===== src/rtl/ecc_stat_pkg.sv =====
// Package: shared constants and the control state type of the ECC status
// collector. Assumes 32-bit buffer words and 4-bit per-sector counts.
package ecc_stat_pkg;
    localparam int WORD_W       = 32;
    localparam int LANE_W       = 8;
    localparam int CNT_W        = 4;
    localparam int SECTOR_BYTES = 512;
    localparam int ECC_OFS_W    = 2;   // spare word holding the first ECC byte
    localparam logic [CNT_W-1:0] UNCORR_CODE = 4'hF;

    typedef enum logic [1:0] {
        ST_IDLE    = 2'd0,
        ST_COLLECT = 2'd1,
        ST_SCAN    = 2'd2,
        ST_DONE    = 2'd3
    } ctl_state_e;
endpackage


===== src/rtl/ecc_sector_packer.sv =====
// Module: ecc_sector_packer
// Holds one count per sector in its byte lane of the status words, tracks the
// sector index and accumulates corrected errors until the first count of 15.
// Assumes sectors arrive in order 0..N-1 and the caller gates `accept`.
module ecc_sector_packer
    import ecc_stat_pkg::*;
#(
    parameter int N_SECT    = 4,
    parameter int NUM_WORDS = 1,
    parameter int TOT_W     = 6
) (
    input  logic                        clk,
    input  logic                        rst_n,
    input  logic                        clear,
    input  logic                        accept,
    input  logic [CNT_W-1:0]            count,
    output logic                        last_o,
    output logic                        uncorr_o,
    output logic [TOT_W-1:0]            total_o,
    output logic [NUM_WORDS*WORD_W-1:0] words_o
);
    localparam int SIDX_W = (N_SECT > 1) ? $clog2(N_SECT) : 1;
    localparam int LANES  = NUM_WORDS * (WORD_W / LANE_W);

    logic [SIDX_W-1:0] idx_q;
    logic              halted_q;
    logic [TOT_W-1:0]  total_q;
    logic [CNT_W-1:0]  cnt_q [N_SECT];

    // Sector index: next sector to be received
    always_ff @(posedge clk) begin
        if (!rst_n || clear)
            idx_q <= '0;
        else if (accept && !last_o)
            idx_q <= idx_q + 1'b1;
    end

    // Running total and stop-on-uncorrectable flag
    always_ff @(posedge clk) begin
        if (!rst_n || clear) begin
            halted_q <= 1'b0;
            total_q  <= '0;
        end else if (accept && !halted_q) begin
            if (count == UNCORR_CODE)
                halted_q <= 1'b1;
            else
                total_q <= total_q + TOT_W'(count);
        end
    end

    genvar s;
    generate
        for (s = 0; s < LANES; s++) begin : g_lane
            localparam int W_IDX = s / 4;
            localparam int LSB   = W_IDX * WORD_W + (3 - (s % 4)) * LANE_W;
            if (s < N_SECT) begin : g_used
                // Capture this sector's count when its turn comes
                always_ff @(posedge clk) begin
                    if (!rst_n || clear)
                        cnt_q[s] <= '0;
                    else if (accept && idx_q == SIDX_W'(s))
                        cnt_q[s] <= count;
                end
                assign words_o[LSB +: LANE_W] = {{(LANE_W-CNT_W){1'b0}}, cnt_q[s]};
            end else begin : g_unused
                assign words_o[LSB +: LANE_W] = '0;
            end
        end
    endgenerate

    assign last_o   = (idx_q == SIDX_W'(N_SECT - 1));
    assign uncorr_o = halted_q;
    assign total_o  = total_q;
endmodule


===== src/rtl/ecc_blank_scanner.sv =====
// Module: ecc_blank_scanner
// Reads the page buffer one word per cycle over the main area and then the
// ECC words of the spare area, and reports whether all of them are all ones.
// Assumes read data returns one cycle after the request; stops early on the
// first non-blank word. `abort` cancels a scan in progress.
module ecc_blank_scanner
    import ecc_stat_pkg::*;
#(
    parameter int MAIN_WORDS = 512,
    parameter int ECC_WORDS  = 8,
    parameter int AW         = 10
) (
    input  logic              clk,
    input  logic              rst_n,
    input  logic              go,
    input  logic              abort,
    output logic              rd_en,
    output logic [AW-1:0]     rd_addr,
    input  logic [WORD_W-1:0] rd_data,
    output logic              done_o,
    output logic              blank_o
);
    localparam int SCAN_WORDS = MAIN_WORDS + ECC_WORDS;
    localparam int KW         = $clog2(SCAN_WORDS + 1);

    logic          issue_q;
    logic [KW-1:0] k_q;
    logic          pend_q;
    logic          pend_last_q;
    logic          bad_word;

    assign bad_word = pend_q && (rd_data != '1);

    // Issue pointer: one read per cycle until the last word or a failure
    always_ff @(posedge clk) begin
        if (!rst_n || abort) begin
            issue_q <= 1'b0;
            k_q     <= '0;
        end else if (go) begin
            issue_q <= 1'b1;
            k_q     <= '0;
        end else if (bad_word) begin
            issue_q <= 1'b0;
        end else if (issue_q) begin
            k_q <= k_q + 1'b1;
            if (k_q == KW'(SCAN_WORDS - 1))
                issue_q <= 1'b0;
        end
    end

    // Track the read in flight and whether it is the final one
    always_ff @(posedge clk) begin
        if (!rst_n || abort || bad_word) begin
            pend_q      <= 1'b0;
            pend_last_q <= 1'b0;
        end else begin
            pend_q      <= issue_q;
            pend_last_q <= issue_q && (k_q == KW'(SCAN_WORDS - 1));
        end
    end

    // Result pulse with the blank verdict
    always_ff @(posedge clk) begin
        if (!rst_n || abort) begin
            done_o  <= 1'b0;
            blank_o <= 1'b0;
        end else begin
            done_o  <= bad_word || (pend_q && pend_last_q);
            blank_o <= !bad_word;
        end
    end

    // Skip the two spare words that precede the ECC bytes
    always_comb begin
        if (k_q < KW'(MAIN_WORDS))
            rd_addr = AW'(k_q);
        else
            rd_addr = AW'(k_q) + AW'(ECC_OFS_W);
    end

    assign rd_en = issue_q;
endmodule


===== src/rtl/ecc_status_collector.sv =====
// Module: ecc_status_collector (top)
// Collects per-sector ECC counts of one page read into packed status words and
// a corrected total; on an uncorrectable sector it scans the page buffer and
// flags the page only when it is not blank. Assumes one sector result per
// sec_valid, in order, after a start pulse.
module ecc_status_collector
    import ecc_stat_pkg::*;
#(
    parameter int PAGE_BYTES  = 2048,
    parameter int SPARE_BYTES = 64,
    parameter int ECC_STRONG  = 0,
    localparam int N_SECT     = PAGE_BYTES / SECTOR_BYTES,
    localparam int NUM_WORDS  = (N_SECT + 3) / 4,
    localparam int TOT_W      = $clog2(N_SECT * 14 + 1),
    localparam int AW         = $clog2((PAGE_BYTES + SPARE_BYTES) / 4)
) (
    input  logic                        clk,
    input  logic                        rst_n,
    input  logic                        start,
    input  logic                        sec_valid,
    input  logic [3:0]                  sec_count,
    output logic                        buf_rd_en,
    output logic [AW-1:0]               buf_rd_addr,
    input  logic [31:0]                 buf_rd_data,
    output logic                        done,
    output logic                        page_uncorr,
    output logic [TOT_W-1:0]            corr_total,
    output logic [NUM_WORDS*32-1:0]     stat_words
);
    localparam int MAIN_WORDS = PAGE_BYTES / 4;
    localparam int ECC_BPS    = (ECC_STRONG != 0) ? 16 : 8;
    localparam int ECC_WORDS  = (N_SECT * ECC_BPS) / 4;

    ctl_state_e state_q;
    logic       accept;
    logic       last_sect;
    logic       uncorr_seen;
    logic       need_scan;
    logic       scan_go;
    logic       scan_done;
    logic       scan_blank;
    logic       flag_q;

    assign accept    = sec_valid && (state_q == ST_COLLECT) && !start;
    assign need_scan = uncorr_seen || (sec_count == UNCORR_CODE);
    assign scan_go   = accept && last_sect && need_scan;

    ecc_sector_packer #(
        .N_SECT   (N_SECT),
        .NUM_WORDS(NUM_WORDS),
        .TOT_W    (TOT_W)
    ) u_pack (
        .clk     (clk),
        .rst_n   (rst_n),
        .clear   (start),
        .accept  (accept),
        .count   (sec_count),
        .last_o  (last_sect),
        .uncorr_o(uncorr_seen),
        .total_o (corr_total),
        .words_o (stat_words)
    );

    ecc_blank_scanner #(
        .MAIN_WORDS(MAIN_WORDS),
        .ECC_WORDS (ECC_WORDS),
        .AW        (AW)
    ) u_scan (
        .clk    (clk),
        .rst_n  (rst_n),
        .go     (scan_go),
        .abort  (start),
        .rd_en  (buf_rd_en),
        .rd_addr(buf_rd_addr),
        .rd_data(buf_rd_data),
        .done_o (scan_done),
        .blank_o(scan_blank)
    );

    // Page-level control: collect, optionally scan, then hold results
    always_ff @(posedge clk) begin
        if (!rst_n) begin
            state_q <= ST_IDLE;
        end else if (start) begin
            state_q <= ST_COLLECT;
        end else begin
            case (state_q)
                ST_COLLECT: if (accept && last_sect)
                                state_q <= need_scan ? ST_SCAN : ST_DONE;
                ST_SCAN:    if (scan_done)
                                state_q <= ST_DONE;
                default:    state_q <= state_q;
            endcase
        end
    end

    // Page failure flag: set only by a non-blank scan result
    always_ff @(posedge clk) begin
        if (!rst_n || start)
            flag_q <= 1'b0;
        else if (state_q == ST_SCAN && scan_done)
            flag_q <= !scan_blank;
    end

    assign done        = (state_q == ST_DONE);
    assign page_uncorr = flag_q;
endmodule


===== config.mk =====
export PLATFORM = sky130hd
export DESIGN_NAME = ecc_status_collector
export DESIGN_NICKNAME = d
export VERILOG_FILES = /design/src/rtl/ecc_stat_pkg.sv /design/src/rtl/ecc_sector_packer.sv /design/src/rtl/ecc_blank_scanner.sv /design/src/rtl/ecc_status_collector.sv
export SDC_FILE = /design/constraint.sdc
export NUM_CORES = 1
export LEC_CHECK = 0
export BUFFER_PORTS_ARGS = -buffer_cell sky130_fd_sc_hd__buf_2
export CORE_UTILIZATION = 49
export DETAILED_ROUTE_END_ITERATION = 8
export GPL_ROUTABILITY_DRIVEN = 0
export HOLD_SLACK_MARGIN = 0.1
export PLACE_DENSITY_LB_ADDON = 0.2
export REMOVE_ABC_BUFFERS = 1
export SLEW_MARGIN = 20
export SYNTH_ARGS = -nofsm -noshare
export SYNTH_HDL_FRONTEND = slang
export SYNTH_SLANG_ARGS = --single-unit

===== constraint.sdc =====
create_clock -name clk -period 2.1 [get_ports clk]
set_input_delay 0.105 -clock clk [delete_from_list [all_inputs] [get_ports clk]]
set_output_delay 0.105 -clock clk [all_outputs]
set_load 0.03 [all_outputs]

==> metrics <==
Synth Warn #=0; Final Setup Violations=0; post-synthesis sequential area ratio=0.431; vias in the first global route=1,844; initial antenna violation count=0; total gr overflow=0; mux share of post-synthesis cell area=0.0132; Hold Path Depth=2; Post-synth top cells=27 x dfxtp_1, 23 x nand2_1, 18 x a21oi_1; busiest grt layer=met2; final instance area=0.00285 mm2; HPWL Detailed=3580 um; area leader, netlist=dfxtp_1; routed vias=1,982; class of the worst hold path=in -> reg; status=finished clean; Yosys reg bits=43; vias per inst=5.17; syn_area_per_cell=9.47 um2; Cell Pwr Density=564 mW/mm2; GRT Resource Usage Total=0.202; Initial Util=0.526; final core utilization=0.632; largest net degree at the start of global routing=19; Pre-antenna DRT Iters=4; clock slew at reported path FFs=80 ps; met1 Use GR=0.247; CTS Sinks=43; netlist area before placement=0.00237 mm2; Rows=24; Post-synth EDFFs=16; Die ar.=0.00511 mm2; Synth Area in Adders=0.0772; crit path kind=reg -> out; critical path arrival=1810 ps; Residual DRC=0; post-synthesis compound-gate area fraction=0.119; CTS Buf Count=5; largest family of logic cells by synthesized area=simple AND/OR/NAND/NOR gates; root buf cell=clkbuf_8; overall power=1.61 mW; Final Max Tran Viols=0; fill cell count=405; max-cap violations=0; CP required=2000 ps; IO Pins=91; GR Util met3=0.0380; Max Freq=522 MHz; Die Span X=71.5 um; Synth area leaders=dfxtp_1 23%, edfxtp_1 20%, ha_1 6.9%; Final nets=384; clock tree buffer depth=2; ANT nets after route=0; Gate Count Post-Synth=250; global-route met2 utilization=0.362; Yosys top cell area share=0.228; ys flop type=dfxtp_1; WL/cell=12.6 um; leak pwr=1.31 nW; FF-to-FF setup slack=250 ps; Multi-input gate area=0.00120 mm2; final period utilization=0.912; Final min period=1910 ps; core area=0.00450 mm2; clock skew=7.84 ps; top-count cell post-synth=dfxtp_1; Async SR Flop Fraction=0; layout cell share with drive strength beyond 1=0.281; R2R depth=6; setup TNS=0 ps; Layout area overhead=20.3%; worst slew pin tran=998 ps; Die H=71.5 um; slew margin rel.=0.333; Peak VDD IR=0.000294 V; Startpoint Class=flip-flop; H-tree Lvls=2; DRT Wirelength=4820 um; post-synthesis simple-gate area fraction=0.236; first-pass GRT wire length=8220 um; TritonCTS clock tree=built; post-synth cell types=42; number of I/O port buffers=74; ant diodes=0; area post-placement=0.00274 mm2; Worst-Skew Late Latency=300 ps; register area=0.00102 mm2; XOR/XNOR Fraction of Synth Area=0.0370; final hold violations=0; number of DRC markers in iteration 0=90; RSZ-0062 raised after global routing=no; CP Max Fanout=4; crit end category=output port
## cells by family after synthesis
kind of cell / Yosys count
AO/OA/AOI/OAI: 45
XOR/XNOR: 10
adder cells (fa/ha/maj): 14
buffers and inverters: 33
flip-flops: 43
multiplexers: 3
other: 1
AND/OR/NAND/NOR: 101
## per-stage QoR
stage,worst slack (ps),std cells,hold slack [ps]
after global routing,57.2,383,201
after CTS,165,383,190
final,186,383,202
after detailed placement,198,373,414
after global placement,231,373,400
after floorplan,255,240,225
## per-layer routing
metal	wire length (um)	up-vias
li1	-	1023
met1	2240	898
met2	2340	57
met3	215	4
met4	27	0
met5	0	-
## power breakdown
part,switching [mW],internal (mW)
logic,0.133,0.0627
clock network,0.291,0.233
registers,0.00708,0.880
total,0.431,1.18
## layout by cell type, fill, tap and decap left out, drive strengths merged, types with 3 or more instances in the layout
cell,Yosys,routed
nand2b,4,4
or3,8,8
a21o,3,3
buf,22,81
a21oi,18,18
nor2,12,12
xnor2,6,6
nand4,12,12
and2,13,13
nand3,5,5
o31ai,4,4
dfxtp,27,27
inv,8,8
and3,9,9
xor2,4,4
nand2,23,23
nor2b,3,3
ha,13,13
clkbuf,3,6
conb,1,16
nor3,3,3
o21ai,9,9
edfxtp,16,16
or4,5,5
## sequential cells by signal, indices dropped and copies added (netlist names)
register / count
page_uncorr: 1
state_q: 2
u_pack.cnt_q: 16
u_pack.idx_q: 2
u_pack.total_o: 6
u_pack.uncorr_o: 1
u_scan.blank_o: 1
u_scan.done_o: 1
u_scan.k_q: 10
u_scan.pend_last_q: 1
u_scan.pend_q: 1
u_scan.rd_en: 1
## worst paths after layout
kind / from / end
max: u_scan.k_q[1] / buf_rd_addr[7]
min: sec_count[0] / u_pack.cnt_q[2][0]
max reg2reg: u_scan.k_q[1] / u_scan.k_q[9]
min reg2reg: u_scan.blank_o / page_uncorr
## worst max-delay path, stage by stage, from the launching register on
cell and delay, ps:
dfxtp_1 420, ha_1 240, and3_1 230, and3_1 190, nand2_1 70, xnor2_1 140
buf_2 210
## layout make-up
class / instances / share of cell area
multi-input cells: 189 / 0.423
flip-flops and latches: 43 / 0.359
repair buffers: 83 / 0.156
clock buffers: 6 / 0.0255
well taps: 52 / 0.0228
inverters: 8 / 0.0105
clock inverters: 2 / 0.00439
## timing repair
| item | CTS | global route |
|---|---|---|
| endpoints found under the hold margin | 1 | 0 |
| resized for setup | 0 | 1 |
| hold buffers | 2 | 0 |
| setup endpoints to repair | 0 | 1 |
| setup buffers | 0 | 0 |
Power figures use the tool's default switching activity.
